### src/rtl/pse_pkg.sv
package pse_pkg;
    localparam int CNT_W = 5;

    typedef logic [CNT_W-1:0] cnt_t;

    // Result of watching one word-28 window
    typedef struct packed {
        logic seen;   // strobe observed inside the window
        logic elig;   // frame count within ports in use
    } snap_t;

    function automatic logic is_eligible(input cnt_t cnt, input cnt_t used);
        return !(cnt > used);
    endfunction
endpackage

### src/rtl/pse_window_edge.sv
module pse_window_edge (
    input  logic clk,
    input  logic rst,
    input  logic clk_en,
    input  logic win_in,
    output logic win_q,
    output logic win_rise,
    output logic win_fall
);
    always_ff @(posedge clk) begin
        if (rst)         win_q <= 1'b0;
        else if (clk_en) win_q <= win_in;
    end

    assign win_rise = clk_en &  win_in & ~win_q;
    assign win_fall = clk_en & ~win_in &  win_q;

    AST_WIN_IDLE_STABLE: assert property (@(posedge clk) disable iff (rst)
        !clk_en |=> $stable(win_q));
endmodule

### src/rtl/pse_capture.sv
module pse_capture
    import pse_pkg::*;
(
    input  logic  clk,
    input  logic  rst,
    input  logic  clk_en,
    input  logic  win_in,
    input  logic  win_rise,
    input  logic  strobe,
    input  cnt_t  cnt,
    input  cnt_t  used,
    output snap_t snap
);
    always_ff @(posedge clk) begin
        if (rst) begin
            snap <= '0;
        end else if (clk_en && win_in) begin
            snap.elig <= is_eligible(cnt, used);
            if (win_rise)    snap.seen <= strobe;
            else if (strobe) snap.seen <= 1'b1;
        end
    end

    AST_SEEN_HOLDS: assert property (@(posedge clk) disable iff (rst)
        (snap.seen && !win_rise) |=> snap.seen || $past(win_rise) || win_rise);
    AST_OUTSIDE_IGNORED: assert property (@(posedge clk) disable iff (rst)
        !win_in |=> $stable(snap));
    AST_IDLE_NO_CAPTURE: assert property (@(posedge clk) disable iff (rst)
        !clk_en |=> $stable(snap));
    AST_FRESH_WINDOW: assert property (@(posedge clk) disable iff (rst)
        (win_rise && !strobe) |=> !snap.seen);
endmodule

### src/rtl/pse_judge.sv
module pse_judge
    import pse_pkg::*;
(
    input  logic  clk,
    input  logic  rst,
    input  logic  win_fall,
    input  snap_t snap,
    output logic  err
);
    always_ff @(posedge clk) begin
        if (rst) err <= 1'b0;
        else     err <= win_fall & (snap.seen ^ snap.elig);
    end

    AST_ERR_SINGLE: assert property (@(posedge clk) disable iff (rst)
        err |=> !err);
endmodule

### src/rtl/port_seq_check.sv
module port_seq_check
    import pse_pkg::*;
#(
    parameter int W = CNT_W
) (
    input  logic         clk,
    input  logic         rst,
    input  logic         clk_en,
    input  logic         win_w28,
    input  logic         svc_strobe,
    input  logic [W-1:0] frame_cnt,
    input  logic [W-1:0] ports_used,
    output logic         seq_err
);
    logic  win_q, win_rise, win_fall;
    snap_t snap;

    pse_window_edge u_edge (
        .clk(clk), .rst(rst), .clk_en(clk_en), .win_in(win_w28),
        .win_q(win_q), .win_rise(win_rise), .win_fall(win_fall)
    );

    pse_capture u_cap (
        .clk(clk), .rst(rst), .clk_en(clk_en), .win_in(win_w28),
        .win_rise(win_rise), .strobe(svc_strobe),
        .cnt(cnt_t'(frame_cnt)), .used(cnt_t'(ports_used)), .snap(snap)
    );

    pse_judge u_judge (
        .clk(clk), .rst(rst), .win_fall(win_fall), .snap(snap), .err(seq_err)
    );

    AST_ERR_AFTER_CLOSE: assert property (@(posedge clk) disable iff (rst)
        seq_err |-> !win_q);
    AST_RESET_QUIET: assert property (@(posedge clk)
        $past(rst) |-> !seq_err);
endmodule

### config.mk
export PLATFORM = sky130hd
export DESIGN_NAME = port_seq_check
export DESIGN_NICKNAME = d
export VERILOG_FILES = /design/src/rtl/pse_pkg.sv /design/src/rtl/pse_window_edge.sv /design/src/rtl/pse_capture.sv /design/src/rtl/pse_judge.sv /design/src/rtl/port_seq_check.sv
export SDC_FILE = /design/constraint.sdc
export NUM_CORES = 1
export LEC_CHECK = 0
export CORE_AREA = 2 2 39 41
export CTS_BUF_LIST = sky130_fd_sc_hd__clkbuf_4 sky130_fd_sc_hd__clkbuf_8
export CTS_CLUSTER_SIZE = 30
export DETAILED_ROUTE_END_ITERATION = 8
export DIE_AREA = 0 0 41 43
export PLACE_DENSITY_LB_ADDON = 0.12
export SETUP_SLACK_MARGIN = 0.05
export SYNTH_ARGS = -nofsm -noshare
export SYNTH_HDL_FRONTEND = slang
export SYNTH_SLANG_ARGS = --single-unit
### constraint.sdc
create_clock -name clk -period 3.21 [get_ports clk]
set_clock_uncertainty 0.2 [all_clocks]
set_input_delay 0.4815 -clock clk [delete_from_list [all_inputs] [get_ports clk]]
set_output_delay 0.4815 -clock clk [all_outputs]
set_load 0.02 [all_outputs]
==> impl.org <==
** Critical path
- CP arrival :: 1.82 ns
- Measured in cells, the most critical reg-to-reg path has a length of 2.
- Worst Setup Path Type :: input port to register
- Highest net fanout along the worst path :: 4
- Required time worst endpoint :: 3.17 ns
- Element type at the critical path end :: register
- Startpoint types :: input port

** Layout
- Share of final-layout standard cells stronger than drive strength 1 :: 10.00%
- Fill cell instance count of the final layout :: roughly 140
- 0 antenna diodes ended up in the layout.
- After the last flow step, the layout net total stands at between 70 and 80.
- The finished layout holds between 60 and 70 standard cells, fillers aside.
- Storage cell area :: 80.08 um^2
- Area taken by multi-input logic gates :: 182.7 um^2
- In the layout the commonest cells are sky130_fd_sc_hd__clkdlybuf4s50_1, sky130_fd_sc_hd__a21oi_1, sky130_fd_sc_hd__inv_1, sky130_fd_sc_hd__ha_1, sky130_fd_sc_hd__dfxtp_1.
- From synthesis to final layout, the design area changed by 68.44%.
- Commonest non-fill, non-tap cell in the layout :: sky130_fd_sc_hd__clkdlybuf4s50_1

** Floorplan
- The floorplan step defined a die boundary enclosing 0.001763 mm^2.
- Die width :: between 40 and 50 um
- In this run the standard cell core region covers around 0.0014 mm^2.
- The floorplan has 14 rows.
- Once the floorplan was initialized, standard cells occupied 20.34% of the core.
- I/O Pins :: 16
- Vertical die dimension :: 43 um

** Timing
- For this run, the top clock speed supported by timing is roughly 0.54 GHz.
- Final number of setup-violating endpoints :: 0
- Final count of hold timing violations :: 0
- In the final timing run, aggregate negative setup slack is 0 ns.
- The final max-slew violation count is 0.
- The worst path needs 1.863 ns of the cycle, external delays included.
- Worst relative slew slack :: 85.98%
- Setup repair after global routing left no endpoint under its margin.
- At the pin with the least slew margin, the transition time is 0.2096 ns.
- The final critical path takes up about three fifths of the cycle.

** Power and ir drop
- Power comes to 0.1569 mW.
- VDD sags by at most 132.5 uV.
- Leak Pwr :: ~0.20 nW
- PwrDens :: 330.8 mW/mm^2

** Route
- The pre-antenna-repair detailed-routing pass consisted of 2 iterations.
- Wires add up to 637 um.
- The detailed router finished its first iteration with 2 violations.
- Routed len/inst :: 9.652 um
- The detail route stage leaves a number of antenna-violating nets equal to 0.
- Vias per std cell :: about 4.4
- Total via count in the routed design :: around 290
- DRC violations left :: 0

** Global route
- Number of antenna violations at the first check in global routing :: 0
- For this run, the total global-route usage over all layers was measured as 8.216%.
- First-pass GRT wire length :: 952 um
- Number of global-route vias before repair :: 274
- Largest net degree at the start of global routing :: 6
- After global routing the overflow that remains totals 0.

** Worst hold path
- Number of instances on the worst hold path :: 2
- In this run the worst hold path is classified as register to register.

** Logic synthesis
- Parity-gate share of the synthesized area counting xor and xnor cells :: 3.111%
- Summing the areas of all fa, ha and maj instances in the mapped netlist gives approximately 22% of the synthesized area.
- Summing the areas of all compound-gate instances in the mapped netlist gives 22.22% of the synthesized area.
- Of the post-synthesis cell area, the part taken by muxes is 0%.
- Number of library cell types mapped by synthesis :: 15
- Number of register bits inferred by synthesis :: 4
- After synthesis, the largest family of logic cells by area is compound AO/OA/AOI/OAI gates.
- When the netlist entered floorplanning its net count stood at 52.
- Register area share after synthesis :: 28.44%
- Yosys printed 0 warnings.
- After technology mapping, the gate count stands at 32.
- Dividing the synthesized area by the synthesized cell count gives 8.798 um^2.
- Summing the areas of all and, or, nand and nor instances in the mapped netlist gives 17.33% of the synthesized area.
- The synthesized netlist occupies a cell area of 281.5 um^2.

** Clock tree
- TritonCTS clock tree :: yes
- Clock slew at reported path FFs :: 0.04 ns
- PostCTS Resize Cnt :: 0
- Clock root cell :: sky130_fd_sc_hd__clkbuf_4
- CTS saw 4 sinks.
- Clock latency reported for the late side of the worst-skew pair :: about 0.24 ns
- After clock tree synthesis, the setup repair step added 0 buffers.
- Maximum buffer depth of the clock tree :: 2
- In this run, CTS created clock tree buffers numbering 3.
- Deepest level of the CTS H-tree :: 1
- Cts hold-fix bufs :: 0

** Flow run
- The tool flagged a number of max-cap violations equal to 0.

** Outcome
- The flow ran to the end, and the final reports show no timing, DRC or antenna violations.

** Placement
- Port Buffer Count :: 15
- Placed insts :: 63
- At the end of routability-driven placement, the weighted congestion stood at ~0.54.
- The HPWL after detailed placement is 545.3 um.
## Yosys cell counts (all sizes together)
cell type | n | area share (%)
a21oi | 6 | 11
ha | 5 | 22
inv | 5 | 6.7
dfxtp | 4 | 28
nand2 | 2 | 2.7
a211oi | 1 | 4.4
and4 | 1 | 3.1
nand2b | 1 | 2.2
nand3 | 1 | 1.8
nand4 | 1 | 2.2
nand4bb | 1 | 4.0
nor2 | 1 | 1.3
o21ai | 1 | 1.8
o221ai | 1 | 5.3
xnor2 | 1 | 3.1
## routing by layer
metal	track usage [%]	up-vias	share of wire, %
met3	1.571	2	12
li1	-	153	-
met2	13.44	15	46
met1	7.668	122	40
met5	0	-	0
met4	8.000	0	2.7
## critical path, cell delays in order
cell	delay, ns
sky130_fd_sc_hd__clkdlybuf4s50_1	0.45
sky130_fd_sc_hd__inv_1	0.04
sky130_fd_sc_hd__ha_1	0.31
sky130_fd_sc_hd__a21oi_1	0.20
sky130_fd_sc_hd__o221ai_2	0.12
sky130_fd_sc_hd__a211oi_2	0.21
## final timing paths
check / from / to / slack (ns)
setup / recovery: ports_used[4] / u_cap.snap[0] / 1.35
hold / removal: u_cap.snap[1] / u_cap.snap[1] / 0.30
setup reg to reg: u_edge.win_q / u_judge.err / 2.35
hold reg to reg: u_cap.snap[1] / u_cap.snap[1] / 0.30
## metrics by stage
stage                     hold WS, ns  utilization, %  worst slack, ns  instance area [um^2]
after floorplan                0.2564               -            1.663                 281.5
after global placement         0.2743           32.64            1.098                 451.7
after detailed placement       0.2911           32.64            1.090                 451.7
after CTS                      0.2964           34.27            1.335                 474.2
after global routing           0.3432           34.27            1.253                 474.2
final                          0.2958           34.27            1.347                 474.2
## where the power goes
| part | total [mW] | internal (mW) | switching, mW |
|---|---|---|---|
| logic | 0.0412 | 0.0256 | 0.0156 |
| clock network | 0.0618 | 0.0418 | 0.0200 |
| registers | 0.0539 | 0.0523 | 0.00159 |
## registers in the layout, summed over array words and instances (netlist names)
register,count
u_edge.win_q,1
u_cap.snap,2
u_judge.err,1
## cells by family (layout without fill, tap and decap cells)
logic type      Yosys count  after routing
compound gates            9              9
xor+xnor                  1              1
fa+ha+maj                 5              5
buf+inv                   5             23
flops                     4              4
simple gates              8              8
## final cells by class
class,count,area share [%]
Clock buffer,3,4.749
Tap cell,16,4.222
Sequential cell,4,16.89
Inverter,5,3.958
Multi-Input combinational cell,23,38.52
Timing Repair Buffer,15,31.66
Power figures use the tool's default switching activity.
